==> src/rtl/e1_mais_pkg.sv <==
package e1_mais_pkg;
  typedef struct packed {
    logic zero_hit;  // counted zero this cycle
    logic eval;      // close multiframe
    logic hist_clr;  // clear count and run history
    logic hard_clr;  // force alarm off
  } mais_ctl_t;
endpackage

==> src/rtl/e1_mais_gate.sv <==
module e1_mais_gate
  import e1_mais_pkg::*;
(
  input  logic      cas_en_i,
  input  logic      bit_vld_i,
  input  logic      bit_i,
  input  logic      ts16_i,
  input  logic      mf_end_i,
  input  logic      mf_loss_i,
  output mais_ctl_t ctl_o
);
  logic live;
  assign live           = cas_en_i & ~mf_loss_i;
  assign ctl_o.zero_hit = live & bit_vld_i & ts16_i & ~bit_i;
  assign ctl_o.eval     = live & mf_end_i;
  assign ctl_o.hist_clr = ~live;
  assign ctl_o.hard_clr = ~cas_en_i;
endmodule

==> src/rtl/e1_mais_zcnt.sv <==
module e1_mais_zcnt #(
  parameter int ZERO_MAX = 3
) (
  input  logic clk_i,
  input  logic rst_ni,
  input  logic zero_hit_i,
  input  logic eval_i,
  input  logic clr_i,
  output logic sparse_o
);
  localparam int SAT = ZERO_MAX + 1;
  localparam int CW  = $clog2(SAT + 1);

  logic [CW-1:0] cnt_q, cnt_sum;

  always_comb begin
    cnt_sum = cnt_q;
    if (zero_hit_i && cnt_q != CW'(SAT)) cnt_sum = cnt_q + 1'b1;
  end

  assign sparse_o = (cnt_sum <= CW'(ZERO_MAX));

  always_ff @(posedge clk_i or negedge rst_ni) begin
    if (!rst_ni)              cnt_q <= '0;
    else if (clr_i || eval_i) cnt_q <= '0;
    else                      cnt_q <= cnt_sum;
  end
endmodule

==> src/rtl/e1_mais_persist.sv <==
module e1_mais_persist #(
  parameter int PERSIST = 2
) (
  input  logic clk_i,
  input  logic rst_ni,
  input  logic eval_i,
  input  logic sparse_i,
  input  logic hist_clr_i,
  input  logic hard_clr_i,
  output logic alarm_o,
  output logic chg_o
);
  logic hit;
  logic alarm_q, alarm_d, chg_q;

  generate
    if (PERSIST <= 1) begin : g_single
      assign hit = sparse_i;
    end else begin : g_run
      localparam int RW = $clog2(PERSIST);
      logic [RW-1:0] run_q;
      always_ff @(posedge clk_i or negedge rst_ni) begin
        if (!rst_ni)         run_q <= '0;
        else if (hist_clr_i) run_q <= '0;
        else if (eval_i) begin
          if (!sparse_i)                       run_q <= '0;
          else if (run_q != RW'(PERSIST - 1))  run_q <= run_q + 1'b1;
        end
      end
      // run_q counts earlier sparse multiframes in the current run
      assign hit = sparse_i && (run_q == RW'(PERSIST - 1));
    end
  endgenerate

  always_comb begin
    alarm_d = alarm_q;
    if (hard_clr_i)  alarm_d = 1'b0;
    else if (eval_i) alarm_d = sparse_i ? (alarm_q | hit) : 1'b0;
  end

  always_ff @(posedge clk_i or negedge rst_ni) begin
    if (!rst_ni) begin
      alarm_q <= 1'b0;
      chg_q   <= 1'b0;
    end else begin
      alarm_q <= alarm_d;
      chg_q   <= alarm_d ^ alarm_q;
    end
  end

  assign alarm_o = alarm_q;
  assign chg_o   = chg_q;
endmodule

==> src/rtl/e1_mais_det.sv <==
module e1_mais_det
  import e1_mais_pkg::*;
#(
  parameter int ZERO_MAX = 3,
  parameter int PERSIST  = 2
) (
  input  logic clk_i,
  input  logic rst_ni,
  input  logic cas_en_i,
  input  logic bit_vld_i,
  input  logic bit_i,
  input  logic ts16_i,
  input  logic mf_end_i,
  input  logic mf_loss_i,
  output logic alarm_o,
  output logic alarm_chg_o
);
  mais_ctl_t ctl;
  logic      sparse;

  e1_mais_gate u_gate (
    .cas_en_i (cas_en_i),
    .bit_vld_i(bit_vld_i),
    .bit_i    (bit_i),
    .ts16_i   (ts16_i),
    .mf_end_i (mf_end_i),
    .mf_loss_i(mf_loss_i),
    .ctl_o    (ctl)
  );

  e1_mais_zcnt #(.ZERO_MAX(ZERO_MAX)) u_zcnt (
    .clk_i     (clk_i),
    .rst_ni    (rst_ni),
    .zero_hit_i(ctl.zero_hit),
    .eval_i    (ctl.eval),
    .clr_i     (ctl.hist_clr),
    .sparse_o  (sparse)
  );

  e1_mais_persist #(.PERSIST(PERSIST)) u_persist (
    .clk_i     (clk_i),
    .rst_ni    (rst_ni),
    .eval_i    (ctl.eval),
    .sparse_i  (sparse),
    .hist_clr_i(ctl.hist_clr),
    .hard_clr_i(ctl.hard_clr),
    .alarm_o   (alarm_o),
    .chg_o     (alarm_chg_o)
  );
endmodule

==> config.mk <==
export PLATFORM = sky130hd
export DESIGN_NAME = e1_mais_det
export DESIGN_NICKNAME = d
export VERILOG_FILES = /design/src/rtl/e1_mais_pkg.sv /design/src/rtl/e1_mais_gate.sv /design/src/rtl/e1_mais_zcnt.sv /design/src/rtl/e1_mais_persist.sv /design/src/rtl/e1_mais_det.sv
export SDC_FILE = /design/constraint.sdc
export NUM_CORES = 1
export LEC_CHECK = 0
export ABC_AREA = 1
export BUFFER_PORTS_ARGS = -buffer_cell sky130_fd_sc_hd__buf_2
export CORE_AREA = 2 2 39 41
export DETAILED_ROUTE_END_ITERATION = 10
export DIE_AREA = 0 0 41 43
export MAX_ROUTING_LAYER = met4
export PLACE_DENSITY_LB_ADDON = 0.08
export SETUP_SLACK_MARGIN = 0.5
export SYNTH_ARGS = -nofsm -noshare
export SYNTH_HDL_FRONTEND = slang
export SYNTH_SLANG_ARGS = --single-unit
==> constraint.sdc <==
create_clock -name clk_i -period 1.7 [get_ports clk_i]
set_clock_uncertainty 0.2 [all_clocks]
set_input_delay 0.255 -clock clk_i [delete_from_list [all_inputs] [get_ports clk_i]]
set_output_delay 0.255 -clock clk_i [all_outputs]
set_load 0.005 [all_outputs]
[After elaboration in Yosys (flattened, before gate mapping)]
Index checks and enable logic that the tools add are counted.
Widths: inputs -> output; s select.
Storage, ports and cells
  output and inout port bits: 2
  word-level logic and storage cells: 31
  bits of input ports: 8
  flip-flop bits (word level): 6
Operators by class
  equal/unequal tests: 2
  $add $sub $neg: 2
  muxes and demuxes: 9
  bitwise operators: 10
  magnitude comparators: 1
  reduce and logical (&&, ||, !) cells: 3
Operators by type and width (number)
  $mux 1: 7
  $mux 3: 2
  $and 1x1->1: 5
  $add 3x1->3 const B: 1
  $le 3x2->1 const B: 1
  $ne 3x3->1 const B: 1
  $not 1->1: 3
  $logic_and 1x1->1: 2
  $ne 2x1->1 const B: 1
  $add 1x1->1 const B: 1
  $logic_or 1x1->1: 1
  $or 1x1->1: 1
  $xor 1x1->1: 1

[Depth between registers and ports, before layout]
  depth after elaboration: 14
  mapped depth: 10
  depth with buffers taken out: 10

[Modules after synthesis]
Synthesis repeated with hierarchy kept, for this count alone.
Unflattened totals
  cell total of the unflattened synthesis: 52
  area total of the unflattened synthesis: 370.4 um^2
By module, submodules not included
  e1_mais_zcnt: times used 1, sequential area each 75.1 um^2, cells each 28, area each 197.7 um^2
  e1_mais_persist: times used 1, sequential area each 75.1 um^2, cells each 16, area each 136.4 um^2
  e1_mais_gate: times used 1, sequential area each 0.0 um^2, cells each 8, area each 36.3 um^2

[Least setup slack after synthesis]
Ideal clock, no wire load.
  path type: register to register
  from: register u_zcnt.cnt_q[0]
  to: register u_persist.chg_q, in the netlist u_persist.chg_o
  setup time: 0.117 ns
  clock period less this slack: 1.471 ns
  required time: 1.383 ns
  buffers on the path: 0
  arrival: 1.155 ns
  path slack: 0.229 ns
  stages on the path, launching flop included: 11
  cells stage by stage: dfrtp_1 inv_1 ha_1 nand2_1 inv_1 nor2_2 nand3_1 nand3_2 nand2_1 nand2_1 nand2_1
Between the ends
  word-level cells in the longest chain between the ends: 10
  elaborated cells on any way between the ends: 11
  classes of those cells: add/sub: 1; order compare: 1; eq/ne: 1; mux: 4; bitwise: 2; reduce/logical: 2
Ends and longest elaborated chain
  start: declaration: line e1_mais_zcnt.sv:14  | logic [CW-1:0] cnt_q, cnt_sum;
  start signal: assignment: line e1_mais_zcnt.sv:26  | else cnt_q <= cnt_sum;
  branches (longest 2 deep; another with $add 3x1->3)
  $mux 3 *: line e1_mais_zcnt.sv:18  | if (zero_hit_i && cnt_q != CW'(SAT)) cnt_sum = cnt_q + 1'b1;
  $le 3x2->1 *: line e1_mais_zcnt.sv:21  | assign sparse_o = (cnt_sum <= CW'(ZERO_MAX));
  $logic_and 1x1->1: line e1_mais_persist.sv:31  | assign hit = sparse_i && (run_q == RW'(PERSIST - 1));
  $or 1x1->1: line e1_mais_persist.sv:38  | else if (eval_i) alarm_d = sparse_i ? (alarm_q | hit) : 1'b0;
  $mux 1 * (2 in a row): line e1_mais_persist.sv:38
  $mux 1 *: line e1_mais_persist.sv:37  | if (hard_clr_i) alarm_d = 1'b0;
  $xor 1x1->1 *: line e1_mais_persist.sv:47  | chg_q <= alarm_d ^ alarm_q;
  end signal: assignment: line e1_mais_persist.sv:47
  end: declaration: line e1_mais_persist.sv:14  | logic alarm_q, alarm_d, chg_q;
Mark *: on every way between the ends.
A chain may end at the register's enable or synchronous reset.

[Worst setup path after layout]
Same ends and word-level chain as after synthesis.

==> out/results.ini <==
[power]
cellPowerDensity_mw_per_mm2=580
p_clk_frac=0.410
swShare=0.242
p_int_mw=0.244
combPwrFrac=0.135
leakage_nw=0.268
power_switching_mw=0.0780
seqPwrFrac=0.455
peakVddDrop_mv=0.258

[setup_path]
required_ps=1630
cp_data_arrival_time_ps=1370
reg2reg_from=u_zcnt.cnt_q[0]
r2r_end=u_persist.chg_o
r2r_cells=10
cp-end-kind=register
cp-start-kind=register
reg2reg_setup_slack_ps=260
cp_max_fo=3
worstSetupPathType=reg -> reg

[cells_and_area]
drive_above_1_share=0.569
antennaDiodeCount=0
fillers=153
finalNetCount=77
area_delta_synth_final_pct=41.0

[sta]
hold_viol=0
fin_setup_tns_ps=0
worst_pin_slew_ps=182
period_share=0.845
holdWs_ps=106
max-slew-margin-rel=0.878
grt_setup_unrepaired=true
setup_viol=0
fmax_mhz=696
slew_violations=0
period_needed_ps=1440

[floorplan]
pin_count=10
dieHeight_um=43
die_x_um=41
start_util=0.285
core_mm2=0.00138
fp-row-count=14
die_area_mm2=0.00176

[logic_synthesis]
synth_xor_area_frac=0
synth-simple-area-share=0.406
avgSynthCellArea_um2=8.04
syn_nets=59
synth_warnings=0
synth-seq-cells=6
seq_area_frac_synth=0.381
synth_compound_area_frac=0.0540
synthesis.area_um2=394
synthMuxAreaShare=0
synth_cell_type_count=16
synth_top_family_by_area=simple AND/OR/NAND/NOR gates
synth_cells=49
synthAdderAreaFrac=0.0635

[placement]
gp_congestion=0.611
portBuffers=9
place.detailed.hpwl_um=588

[detailed_routing]
drt-initial-drc-count=2
vias=338
firstDrtPassIters=2
post-route-drc-count=0
viasPerCell=4.17
ant_nets=0
wl_per_cell_um=9.11
totalWireLength_um=738

[hold_path]
holdPathStages=4
hp-class=in -> reg
hold_path.startpoint=mf_end_i
worstHoldEndpoint=u_persist.g_run.run_q

[cts]
cts_tree=yes
cts_root_buf=clkbuf_4
htreeDepth=1
clockBufferDepth=2
clk_latency_ps=240
cts_sinks=6
clk_pin_slew_ps=50
cts-buffers-inserted=3

[job]
max_cap_viol_count=0

[global_routing]
groute.usage.overall=0.112
grt_pass1_wl_mm=1.24
grt_overflow=0
antenna_found_initial=0
grt_max_degree=7
grt_pass1_vias=320

[run_status]
status=complete, no violations

## worst max-delay path by stage
| stage | slack, ps | start | cells past startpoint | to |
|---|---|---|---|---|
| finish | 260 | u_zcnt.cnt_q[0] | 10 | u_persist.chg_o |
| global route | 180 | u_zcnt.cnt_q[0] | 10 | u_persist.chg_o |
| CTS | 270 | u_zcnt.cnt_q[0] | 10 | u_persist.chg_o |
| detailed placement | 190 | u_zcnt.cnt_q[0] | 10 | u_persist.chg_o |
| global placement | 170 | u_zcnt.cnt_q[0] | 10 | u_persist.chg_o |
| floorplan | 300 | u_zcnt.cnt_q[0] | 10 | u_persist.chg_o |
## cell families after synthesis
logic type,Yosys count
AOI/OAI and AO/OA,3
buffers and inverters,10
DFF,6
adders and majority gates,2
and+or+nand+nor,28
## what timing repair did
| action | 4_1_cts | 5_1_grt |
|---|---|---|
| hold endpoints to repair | 6 | 0 |
| pin swaps | 3 | 0 |
| gates cloned | 0 | 0 |
| setup endpoints to repair | 7 | 7 |
| hold buffers | 1 | 0 |
| resized for setup | 8 | 1 |
| buffers inserted | 3 | 0 |
## final cells by class
cell class / count / area [µm²] / share of cell area
multi-input cells: 33 / 248 / 0.446
repair buffers: 13 / 77.6 / 0.140
flip-flops and latches: 6 / 150 / 0.270
inverters: 10 / 37.5 / 0.0676
clock buffers: 3 / 22.5 / 0.0405
well taps: 16 / 20.0 / 0.0360
## synth_stat cells
library cell,n,area share
inv_1,7,0.067
nor2_1,3,0.029
nand2_2,2,0.032
a21oi_1,1,0.013
nand2_1,13,0.12
nand3_2,1,0.025
nor2_4,3,0.086
a21oi_2,1,0.022
dfrtp_1,6,0.38
a211oi_1,1,0.019
nand3_4,1,0.044
inv_2,3,0.029
ha_1,2,0.063
nor3_1,1,0.013
nand3_1,3,0.038
nor2_2,1,0.016
## flip-flops by register name (all words and copies together) (netlist names)
| name | count |
|---|---|
| u_zcnt.cnt_q | 3 |
| u_persist.g_run.run_q | 1 |
| u_persist.chg_o | 1 |
| u_persist.alarm_o | 1 |
## per-stage QoR
step	utilization	worst slack (ps)	cell area (µm²)	instances	power [mW]
detailed placement	0.339	191	469	74	0.187
global route	0.401	184	556	81	0.339
CTS	0.400	271	553	81	0.332
floorplan	-	300	404	49	0.169
finish	0.401	263	556	81	0.322
global placement	0.339	171	469	74	0.187
## routing by layer
metal	up-vias	share of wire	track usage
met2	3	0.54	0.153
met1	152	0.43	0.125
met4	0	0.016	0.120
met5	-	0	-
met3	2	0.012	0.0157
li1	181	-	-
## layout by cell type (no fill, tap or decap)
master	netlist	routed
nand2_4	0	1
nor2_1	3	3
nand2_1	13	10
a211oi_1	1	1
inv_1	7	4
ha_4	0	1
inv_2	3	6
dfrtp_1	6	6
nand3_4	1	1
ha_2	0	1
buf_4	0	3
nand3_1	3	2
dlygate4sd3_1	0	1
clkbuf_4	0	3
nand3_2	1	2
nor3_1	1	1
nor2_4	3	4
a21oi_2	1	2
buf_2	0	9
nand2_2	2	4
## critical path: stages, from the launching register on
cell     delay [ps]
dfrtp_1         380
inv_2            70
ha_4            160
nand2_4          70
inv_2            50
nor2_4           80
nand3_2          80
nand3_2          90
nand2_2          60
nand2_2          50
nand2_1          40
## power groups by stage
stage               Combinational, mW  Sequential, mW  Clock, mW
floorplan                      0.0203           0.149          0
global placement               0.0375           0.149          0
detailed placement             0.0376           0.149          0
CTS                            0.0442           0.147      0.141
global route                   0.0484           0.147      0.144
finish                         0.0434           0.147      0.132
Power figures use the tool's default switching activity.
